<file path="src/rtl/aux_msg_pkg.sv">
package aux_msg_pkg;

  localparam int unsigned SEL_W   = 3;
  localparam int unsigned VAL_BIT = 3;
  localparam int unsigned OPC_W   = VAL_BIT + 1;

  typedef enum logic [SEL_W-1:0] {
    SEL_PON   = 3'b000,
    SEL_RESET = 3'b010,
    SEL_RSV   = 3'b011,
    SEL_RTL   = 3'b101
  } aux_sel_e;

  typedef struct packed {
    logic pon_set;
    logic pon_clr;
    logic reset;
    logic rsv_wr;
    logic rtl_wr;
    logic val;
  } aux_cmd_t;

endpackage

</file>
<file path="src/rtl/aux_cmd_decode.sv">
module aux_cmd_decode
  import aux_msg_pkg::*;
#(
  parameter int unsigned AW       = 3,
  parameter int unsigned DW       = 8,
  parameter int unsigned AUX_ADDR = 5
) (
  input  logic          wr_en_i,
  input  logic [AW-1:0] addr_i,
  input  logic [DW-1:0] wdata_i,
  output aux_cmd_t      cmd_o
);

  logic             hit;
  logic [SEL_W-1:0] sel;

  assign hit = wr_en_i && (addr_i == AW'(AUX_ADDR))
               && (wdata_i[DW-1:OPC_W] == '0);
  assign sel = wdata_i[SEL_W-1:0];

  always_comb begin
    cmd_o     = '0;
    cmd_o.val = wdata_i[VAL_BIT];
    if (hit) begin
      unique case (sel)
        SEL_PON: begin
          cmd_o.pon_set = !wdata_i[VAL_BIT];
          cmd_o.pon_clr = wdata_i[VAL_BIT];
        end
        SEL_RESET: cmd_o.reset  = 1'b1;
        SEL_RSV:   cmd_o.rsv_wr = 1'b1;
        SEL_RTL:   cmd_o.rtl_wr = 1'b1;
        default: ;
      endcase
    end
  end

endmodule

</file>
<file path="src/rtl/local_msg_regs.sv">
module local_msg_regs
  import aux_msg_pkg::*;
(
  input  logic     clk_i,
  input  logic     rst_ni,
  input  aux_cmd_t cmd_i,
  output logic     pon_o,
  output logic     rtl_o,
  output logic     rsv_o,
  output logic     chip_reset_o
);

  logic pon_q, rtl_q, rsv_q, rst_pulse_q;
  logic wipe;

  // the hold and the reset both force messages inactive
  assign wipe = pon_q || cmd_i.pon_set || cmd_i.reset;

  always_ff @(posedge clk_i or negedge rst_ni) begin
    if (!rst_ni) begin
      pon_q       <= 1'b1;
      rtl_q       <= 1'b0;
      rsv_q       <= 1'b0;
      rst_pulse_q <= 1'b0;
    end else begin
      rst_pulse_q <= cmd_i.reset;
      if (cmd_i.pon_set)      pon_q <= 1'b1;
      else if (cmd_i.pon_clr) pon_q <= 1'b0;
      if (wipe)               rtl_q <= 1'b0;
      else if (cmd_i.rtl_wr)  rtl_q <= cmd_i.val;
      if (wipe)               rsv_q <= 1'b0;
      else if (cmd_i.rsv_wr)  rsv_q <= cmd_i.val;
    end
  end

  assign pon_o        = pon_q;
  assign rtl_o        = rtl_q;
  assign rsv_o        = rsv_q;
  assign chip_reset_o = rst_pulse_q;

endmodule

</file>
<file path="src/rtl/spoll_status.sv">
module spoll_status
  import aux_msg_pkg::*;
(
  input  logic     clk_i,
  input  logic     rst_ni,
  input  aux_cmd_t cmd_i,
  input  logic     pon_i,
  input  logic     aprs_i,
  input  logic     strs_i,
  input  logic     spas_i,
  input  logic     bo_set_i,
  input  logic     rd_isr1_i,
  input  logic     rd_isr2_i,
  output logic     srqs_o,
  output logic     spasc_o,
  output logic     bo_o,
  output logic     spas_vis_o
);

  logic srqs_q, spasc_q, bo_q;
  logic wipe, xfer;

  assign wipe = pon_i || cmd_i.pon_set || cmd_i.reset;
  assign xfer = aprs_i && strs_i && spas_i;

  always_ff @(posedge clk_i or negedge rst_ni) begin
    if (!rst_ni) begin
      srqs_q  <= 1'b0;
      spasc_q <= 1'b0;
      bo_q    <= 1'b0;
    end else begin
      // a host command beats a transfer in the same cycle
      if (wipe)              srqs_q <= 1'b0;
      else if (cmd_i.rsv_wr) srqs_q <= cmd_i.val;
      else if (xfer)         srqs_q <= 1'b0;
      // set beats read-clear
      if (wipe)              spasc_q <= 1'b0;
      else if (xfer)         spasc_q <= 1'b1;
      else if (rd_isr2_i)    spasc_q <= 1'b0;
      if (wipe)              bo_q <= 1'b0;
      else if (bo_set_i)     bo_q <= 1'b1;
      else if (rd_isr1_i)    bo_q <= 1'b0;
    end
  end

  assign srqs_o     = srqs_q;
  assign spasc_o    = spasc_q;
  assign bo_o       = bo_q;
  assign spas_vis_o = spas_i && !pon_i;

endmodule

</file>
<file path="src/rtl/aux_local_msg.sv">
module aux_local_msg
  import aux_msg_pkg::*;
#(
  parameter int unsigned AW        = 3,
  parameter int unsigned DW        = 8,
  parameter int unsigned AUX_ADDR  = 5,
  parameter int unsigned ISR1_ADDR = 1,
  parameter int unsigned ISR2_ADDR = 2,
  parameter int unsigned SPS_ADDR  = 3,
  parameter int unsigned BO_BIT    = 1,
  parameter int unsigned SPASC_BIT = 4,
  parameter int unsigned PON_BIT   = 0,
  parameter int unsigned RSV_BIT   = 1,
  parameter int unsigned RTL_BIT   = 2,
  parameter int unsigned SPAS_BIT  = 5,
  parameter int unsigned SRQS_BIT  = 6
) (
  input  logic          clk_i,
  input  logic          rst_ni,
  input  logic          wr_en_i,
  input  logic          rd_en_i,
  input  logic [AW-1:0] addr_i,
  input  logic [DW-1:0] wdata_i,
  output logic [DW-1:0] rdata_o,
  input  logic          bo_set_i,
  input  logic          aprs_i,
  input  logic          strs_i,
  input  logic          spas_i,
  output logic          pon_o,
  output logic          rtl_o,
  output logic          rsv_o,
  output logic          srq_o,
  output logic          chip_reset_o
);

  aux_cmd_t cmd;
  logic     rd_isr1, rd_isr2;
  logic     srqs, spasc_q, bo, spas_vis;

  assign rd_isr1 = rd_en_i && (addr_i == AW'(ISR1_ADDR));
  assign rd_isr2 = rd_en_i && (addr_i == AW'(ISR2_ADDR));

  aux_cmd_decode #(.AW(AW), .DW(DW), .AUX_ADDR(AUX_ADDR)) u_dec (
    .wr_en_i (wr_en_i),
    .addr_i  (addr_i),
    .wdata_i (wdata_i),
    .cmd_o   (cmd)
  );

  local_msg_regs u_msg (
    .clk_i        (clk_i),
    .rst_ni       (rst_ni),
    .cmd_i        (cmd),
    .pon_o        (pon_o),
    .rtl_o        (rtl_o),
    .rsv_o        (rsv_o),
    .chip_reset_o (chip_reset_o)
  );

  spoll_status u_sps (
    .clk_i      (clk_i),
    .rst_ni     (rst_ni),
    .cmd_i      (cmd),
    .pon_i      (pon_o),
    .aprs_i     (aprs_i),
    .strs_i     (strs_i),
    .spas_i     (spas_i),
    .bo_set_i   (bo_set_i),
    .rd_isr1_i  (rd_isr1),
    .rd_isr2_i  (rd_isr2),
    .srqs_o     (srqs),
    .spasc_o    (spasc_q),
    .bo_o       (bo),
    .spas_vis_o (spas_vis)
  );

  assign srq_o = srqs;

  always_comb begin
    rdata_o = '0;
    if (rd_en_i) begin
      if (addr_i == AW'(ISR1_ADDR)) rdata_o[BO_BIT] = bo;
      if (addr_i == AW'(ISR2_ADDR)) rdata_o[SPASC_BIT] = spasc_q;
      if (addr_i == AW'(SPS_ADDR)) begin
        rdata_o[PON_BIT]  = pon_o;
        rdata_o[RSV_BIT]  = rsv_o;
        rdata_o[RTL_BIT]  = rtl_o;
        rdata_o[SPAS_BIT] = spas_vis;
        rdata_o[SRQS_BIT] = srqs;
      end
    end
  end

endmodule

</file>
<file path="config.mk">
export PLATFORM = sky130hd
export DESIGN_NAME = aux_local_msg
export DESIGN_NICKNAME = d
export VERILOG_FILES = /design/src/rtl/aux_msg_pkg.sv /design/src/rtl/aux_cmd_decode.sv /design/src/rtl/local_msg_regs.sv /design/src/rtl/spoll_status.sv /design/src/rtl/aux_local_msg.sv
export SDC_FILE = /design/constraint.sdc
export NUM_CORES = 1
export LEC_CHECK = 0
export BUFFER_PORTS_ARGS = -buffer_cell sky130_fd_sc_hd__buf_2
export CORE_AREA = 2 2 39 41
export CTS_CLUSTER_DIAMETER = 30
export DETAILED_ROUTE_END_ITERATION = 6
export DIE_AREA = 0 0 41 43
export PLACE_DENSITY = 0.71
export SYNTH_ARGS = -nofsm -noshare
export SYNTH_HDL_FRONTEND = slang
export SYNTH_SLANG_ARGS = --single-unit
</file>
<file path="constraint.sdc">
create_clock -name clk_i -period 1.6 [get_ports clk_i]
set_input_delay 0.16 -clock clk_i [delete_from_list [all_inputs] [get_ports clk_i]]
set_output_delay 0.16 -clock clk_i [all_outputs]
set_load 0.05 [all_outputs]
</file>
==> results of run 1 <==
## kinds of logic after synthesis
kind of cell,after synthesis
other,1
DFF,7
AOI/OAI and AO/OA,11
muxes,1
buffers and inverters,8
and+or+nand+nor,25
## power groups by stage
stage | clock network (uW) | logic [uW] | registers (uW)
after global placement | 0 | 227 | 224
after floorplan | 0 | 91.0 | 293
final | 155 | 235 | 222
after global routing | 182 | 251 | 224
after detailed placement | 0 | 233 | 225
after CTS | 163 | 236 | 223
## per-stage QoR
stage	setup WS (ps)	area [um2]
global route	12.08	705.7
global placement	92.36	666.9
floorplan	-90.79	494.2
finish	114.7	705.7
detailed placement	56.57	666.9
CTS	37.55	703.2
## layout by cell type, fill, tap and decap left out
| cell type | netlist | final |
|---|---|---|
| buf_4 | 2 | 4 |
| conb_1 | 1 | 2 |
| o2111a_1 | 1 | 1 |
| nor4bb_1 | 2 | 2 |
| dfrtp_1 | 6 | 6 |
| or4_4 | 1 | 1 |
| nor3_1 | 3 | 1 |
| dfstp_2 | 1 | 1 |
| clkbuf_1 | 0 | 1 |
| nand3b_1 | 1 | 1 |
| a41oi_1 | 1 | 1 |
| mux2i_1 | 1 | 1 |
| nor3b_1 | 1 | 1 |
| inv_1 | 6 | 6 |
| o22ai_1 | 2 | 2 |
| nand4_1 | 1 | 1 |
| or4b_4 | 1 | 1 |
| dlygate4sd3_1 | 0 | 1 |
| a221oi_1 | 3 | 3 |
| nand2_1 | 1 | 1 |
| a31o_2 | 1 | 1 |
| and3_1 | 1 | 1 |
| nor3_2 | 0 | 2 |
| a21oi_1 | 1 | 1 |
| buf_2 | 0 | 28 |
| nand3_1 | 3 | 3 |
| nor4b_1 | 1 | 1 |
| a31oi_1 | 1 | 1 |
| o21ai_0 | 1 | 1 |
| and2_1 | 2 | 2 |
| and3b_1 | 1 | 1 |
| nor2_1 | 4 | 4 |
| nand4bb_1 | 1 | 1 |
| nand2b_1 | 1 | 1 |
| clkbuf_4 | 0 | 3 |
## sequential cells by signal (all words and copies together) (netlist names)
name                flops
u_msg.chip_reset_o      1
u_msg.pon_o             1
u_msg.rsv_o             1
u_msg.rtl_o             1
u_sps.bo_o              1
u_sps.spasc_o           1
u_sps.srqs_o            1
## routing by layer
metal	up-vias	wire, um
li1	270	-
met4	0	0
met1	261	509
met2	17	726
met3	0	74
met5	-	0
## final timing paths
check	from	end	depth (start not counted)
min in group asynchronous	rst_ni	u_sps.bo_o$_DFFE_PN0P_	2
worst max register to register	u_msg.rtl_o$_DFFE_PN0P_	u_msg.rtl_o$_DFFE_PN0P_	3
worst min-delay path	wdata_i[3]	u_msg.pon_o$_DFFE_PN1P_	2
max in group asynchronous	rst_ni	u_msg.pon_o$_DFFE_PN1P_	2
worst max-delay path	u_msg.pon_o$_DFFE_PN1P_	rdata_o[0]	3
worst min register to register	u_sps.spasc_o$_DFFE_PN0P_	u_sps.spasc_o$_DFFE_PN0P_	2
## repair_timing
item / 4_1_cts / 5_1_grt
endpoints found under the hold margin: 7 / 0
endpoints found under the setup margin: 0 / 1
resized for setup: 0 / 2
hold buffers: 1 / 0
buffers inserted: 0 / 0
## cell type report
| type | count | area, um2 |
|---|---|---|
| Tap cell | 16 | 20.02 |
| Sequential cell | 7 | 176.4 |
| Timing Repair Buffer | 33 | 180.2 |
| Multi-Input combinational cell | 39 | 280.3 |
| Clock buffer | 4 | 26.28 |
| Fill cell | 150 | 678.2 |
| Inverter | 6 | 22.52 |
==> results.yml, run 1 <==
logic_synthesis:
  ys_top_cells_by_area: "dfrtp_1 31%, dfstp_2 5.5%, a221oi_1 5.5%"
  synth-simple-area-share_pct: 35.16
  yosysSeqAreaShare_pct: 36.72
  synth.top_cells.by_count: "6 x dfrtp_1, 6 x inv_1, 4 x nor2_1"
  synthDistinctLibCells: 30
  yosysWarnings: 0
  synth_fa_ha_area_share_pct: 0
  ys_ff_latch: 7
  async_flop_share_pct: 100.0
  synth_xor_area_share_pct: 0
  synth_top_area_share_pct: 31.25
  yosysTopAreaCell: "dfrtp_1"
  syn_area_um2: 480.5
  synth_edf_count: 0
  ys.flop_type: "dfrtp_1"
  muxShareOfSynthArea_pct: 2.083
  synth_top_family_by_area: "simple AND/OR/NAND/NOR gates"
  syn_inst: 53
  syn_avg_cell_area_um2: 9.065
  synth_compound_area_share_pct: 17.45
global_routing:
  grt_pass1_wl_um: 2049
  grt_max_degree: 9
  met1_usage_pct: 17.22
  use_met3_pct: 6.806
  grtUsageMet2_pct: 30.00
  grt_use_total_pct: 17.53
  grt_overflow: 0
  antenna_found_initial: 0
  busiest_layer: "met2"
  grt_pass1_vias: 513
power:
  total_power_uw: 611.7
  seqPwrFrac_pct: 36.4
  peakVddDrop_mv: 0.3786
  power.switching_uw: 240.2
  internal_power_uw: 371.5
  power.density_nw_per_um2: 866.8
  leakage_uw: 0.0003660
  clkPwrFrac_pct: 25.3
  switching_share_pct: 39.26
  p_comb_share_pct: 38.3
cts:
  worstSkewPairLatency_ps: 250
  cts_tree: "done"
  clkSlewWorstSetupHoldPaths_ps: 50
  clkSinkCount: 7
  cts_buffer_depth: 2
  cts-htree-levels: 1
  cts_root_buffer: "clkbuf_4"
  cts_made_buffers: 3
flow_run:
  max_cap_viol_count: 0
sta:
  finalCritPeriodShare_pct: 92.83
  finalClockSkew_ps: 4.904
  setup_viol: 0
  setup_tns_ps: 0
  final_hold_viol_count: 0
  min_period_ps: 1485
  whs_ps: 134.2
  drv_slew: 0
  max_freq_mhz: 673.3
  rsz0062_at_grt: "no"
die:
  core.rowCount: 14
  core_um2: 1384
  io_pins: 32
  dieWidth_um: 41
  initial_utilization_pct: 34.72
  die_h_um: 43
  dieArea_um2: 1763
route:
  vias_per_cell: 5.219
  post_drt_wl_per_cell_um: 12.49
  drt-total-wl_um: 1311
  drt_drc_violations_left: 0
  drt_iter0_markers: 4
  dr.pass1.iters: 4
  final_antenna_net_count: 0
  via_count: 548
cells_and_area:
  syn_to_final_growth_pct: 46.87
  n_antenna_cell: 0
  final_util_pct: 50.99
  fin_cells: 105
  nets: 109
  drive_above_1_share_pct: 46.07
worst_setup_path:
  crit_buf_inv: 2
  reg2reg_slack_ps: 610
  crit_type: "reg -> out"
  crit_slowest_cell: "dfstp_2"
  cp.required_ps: 1440
  arrival_ps: 1330
  critPathMaxFanout: 8
  crit_path_end_kind: "primary output"
  cp_top_family: "flip-flops"
  path_cells: "inv_1 > nor3_2 > buf_4"
  max_stage_delay_ps: 600
  start_kind: "register"
place:
  gp_congestion: 0.7637
  place.port_buffers: 29
  placed_cells: 100
  hpwl_um: 1065
hold_path:
  worstHoldPathType: "in -> reg"
outcome:
  status: "finished, final reports clean"
(Power assumes the default switching activity.)
==> inputs of run 2 (changes only) <==
==> constraint.sdc (replaced) <==
create_clock -name clk_i -period 1.6 [get_ports clk_i]
set_input_delay 0.08 -clock clk_i [delete_from_list [all_inputs] [get_ports clk_i]]
set_output_delay 0.08 -clock clk_i [all_outputs]
set_load 0.05 [all_outputs]
==> run 2 against run 1 <==
Cell count is 0.95% lower. Register-to-register slack better by 20 ps. Maximum frequency is 1.6% higher. Critical path depth stayed put. Flip-flop and latch count stayed put. First-iteration DRC count is 130% higher. Non-clock buffer count is 1 lower. Via count is 1.6% lower. Power is 0.89% lower. Critical path type unchanged. Critical endpoint unchanged.
==> results.yml, run 2 (same netlist as run 1, synthesis figures left out) <==
sta:
  rsz0062_at_grt: "no"
  worst_pin_slew_ps: 631.9
  min_period_ps: 1462
  final_hold_viol_count: 0
  setup_tns_ps: 0
  finalClockSkew_ps: 2.267
  drv_slew: 0
  slew_headroom_pct: 57.28
  setup_viol: 0
  whs_ps: 54.90
  max_freq_mhz: 683.9
  finalCritPeriodShare_pct: 91.38
cells_and_area:
  final-seq-area_um2: 176.4
  final_util_pct: 50.27
  nFillCells: 137
  n_antenna_cell: 0
  syn_to_final_growth_pct: 44.79
  nets: 108
  final_cell_mix: "29 x buf_2, 6 x inv_1, 6 x dfrtp_1"
  fin_cells: 104
  layout_commonest_cell: "buf_2"
  multiInputGateArea_um2: 280.3
  drive_above_1_share_pct: 45.45
worst_setup_path:
  worstReg2RegStart: "u_msg.pon_o$_DFFE_PN1P_"
  path_cells: "inv_1 > nor3_2 > buf_2"
  crit_type: "reg -> out"
  crit_buf_inv: 2
  reg2reg_slack_ps: 630
  cp_top_family: "flip-flops"
  start_kind: "register"
  cp.required_ps: 1520
  max_stage_delay_ps: 600
  r2r-end: "u_sps.srqs_o$_DFFE_PN0P_"
  crit_path_end_kind: "primary output"
  critPathMaxFanout: 8
  crit_slowest_cell: "dfstp_2"
  arrival_ps: 1380
  rr_worst_depth: 3
  critical_path_depth: 3
route:
  drt-total-wl_um: 1197
  dr.pass1.iters: 4
  drt_iter0_markers: 9
  vias_per_cell: 5.183
  post_drt_wl_per_cell_um: 11.51
  via_count: 539
  final_antenna_net_count: 0
  drt_drc_violations_left: 0
power:
  leakage_uw: 0.0003607
  total_power_uw: 606.3
  peakVddDrop_mv: 0.4214
  power.density_nw_per_um2: 871.5
global_routing:
  antenna_found_initial: 0
  grt_use_total_pct: 15.52
  grt_pass1_wl_um: 1787
  grt_overflow: 0
  grt_pass1_vias: 446
  grt_max_degree: 9
cts:
  cts_resized: 0
  cts_made_buffers: 3
  post_cts_buffers: 0
  cts-htree-levels: 1
  ctsHoldBuffers: 1
  clkSinkCount: 7
  cts_buffer_depth: 2
  worstSkewPairLatency_ps: 240
  cts_root_buffer: "clkbuf_4"
  cts_tree: "done"
  clkSlewWorstSetupHoldPaths_ps: 50
hold_path:
  hold-path-cell-count: 2
  holdPathEnd: "u_msg.pon_o$_DFFE_PN1P_"
  hp-start: "wdata_i[3]"
  worstHoldPathType: "in -> reg"
place:
  gp_congestion: 0.7898
  hpwl_um: 999.9
  placed_cells: 99
  place.port_buffers: 29
die:
  io_pins: 32
  die_h_um: 43
  dieWidth_um: 41
  initial_utilization_pct: 34.72
  dieArea_um2: 1763
  core.rowCount: 14
  core_um2: 1384
flow_run:
  max_cap_viol_count: 0
outcome:
  status: "finished, final reports clean"
-- run 2: layout make-up --
class                           instances  share of cell area (%)
Multi-Input combinational cell         39                   40.29
Tap cell                               16                   2.878
Timing Repair Buffer                   32                   24.46
Clock buffer                            4                   3.777
Sequential cell                         7                   25.36
Inverter                                6                   3.237
-- run 2: layer usage --
metal	global-route usage (%)	vias to the layer above	wire length, um
met4	12.00	0	17
met1	18.60	248	464
met3	1.571	2	75
met2	23.75	20	640
li1	-	269	-
met5	0	-	0
-- run 2: worst max-delay path by stage --
stage	end	slack, ps	startpoint
6_report	rdata_o[0]	140	u_msg.pon_o$_DFFE_PN1P_
5_1_grt	rdata_o[0]	80	u_msg.pon_o$_DFFE_PN1P_
4_1_cts	rdata_o[0]	120	u_msg.pon_o$_DFFE_PN1P_
3_5_place_dp	u_msg.rsv_o$_DFFE_PN0P_	140	wdata_i[5]
3_3_place_gp	u_msg.rsv_o$_DFFE_PN0P_	170	wdata_i[5]
2_1_floorplan	rdata_o[0]	-10	u_msg.pon_o$_DFFE_PN1P_
-- run 2: worst register-to-register path: stages, from the launching register on --
cell     delay [ps]
dfstp_2         600
inv_1           110
nand3_1          80
o22ai_1          60
-- run 2: per-stage QoR --
stage	area, um2	worst slack, ps
2_1_floorplan	494.2	-10.79
3_3_place_gp	659.4	171.9
3_5_place_dp	659.4	140.7
4_1_cts	695.7	120.8
5_1_grt	695.7	80.89
6_report	695.7	137.9
-- run 2: power by group --
part	leakage, uW	total [uW]	internal, uW	switching [uW]
clock	0.0000150	154	94.8	58.8
sequential	0.0000814	222	204	17.3
combinational	0.000264	231	71.6	159
total	0.000361	606	371	236
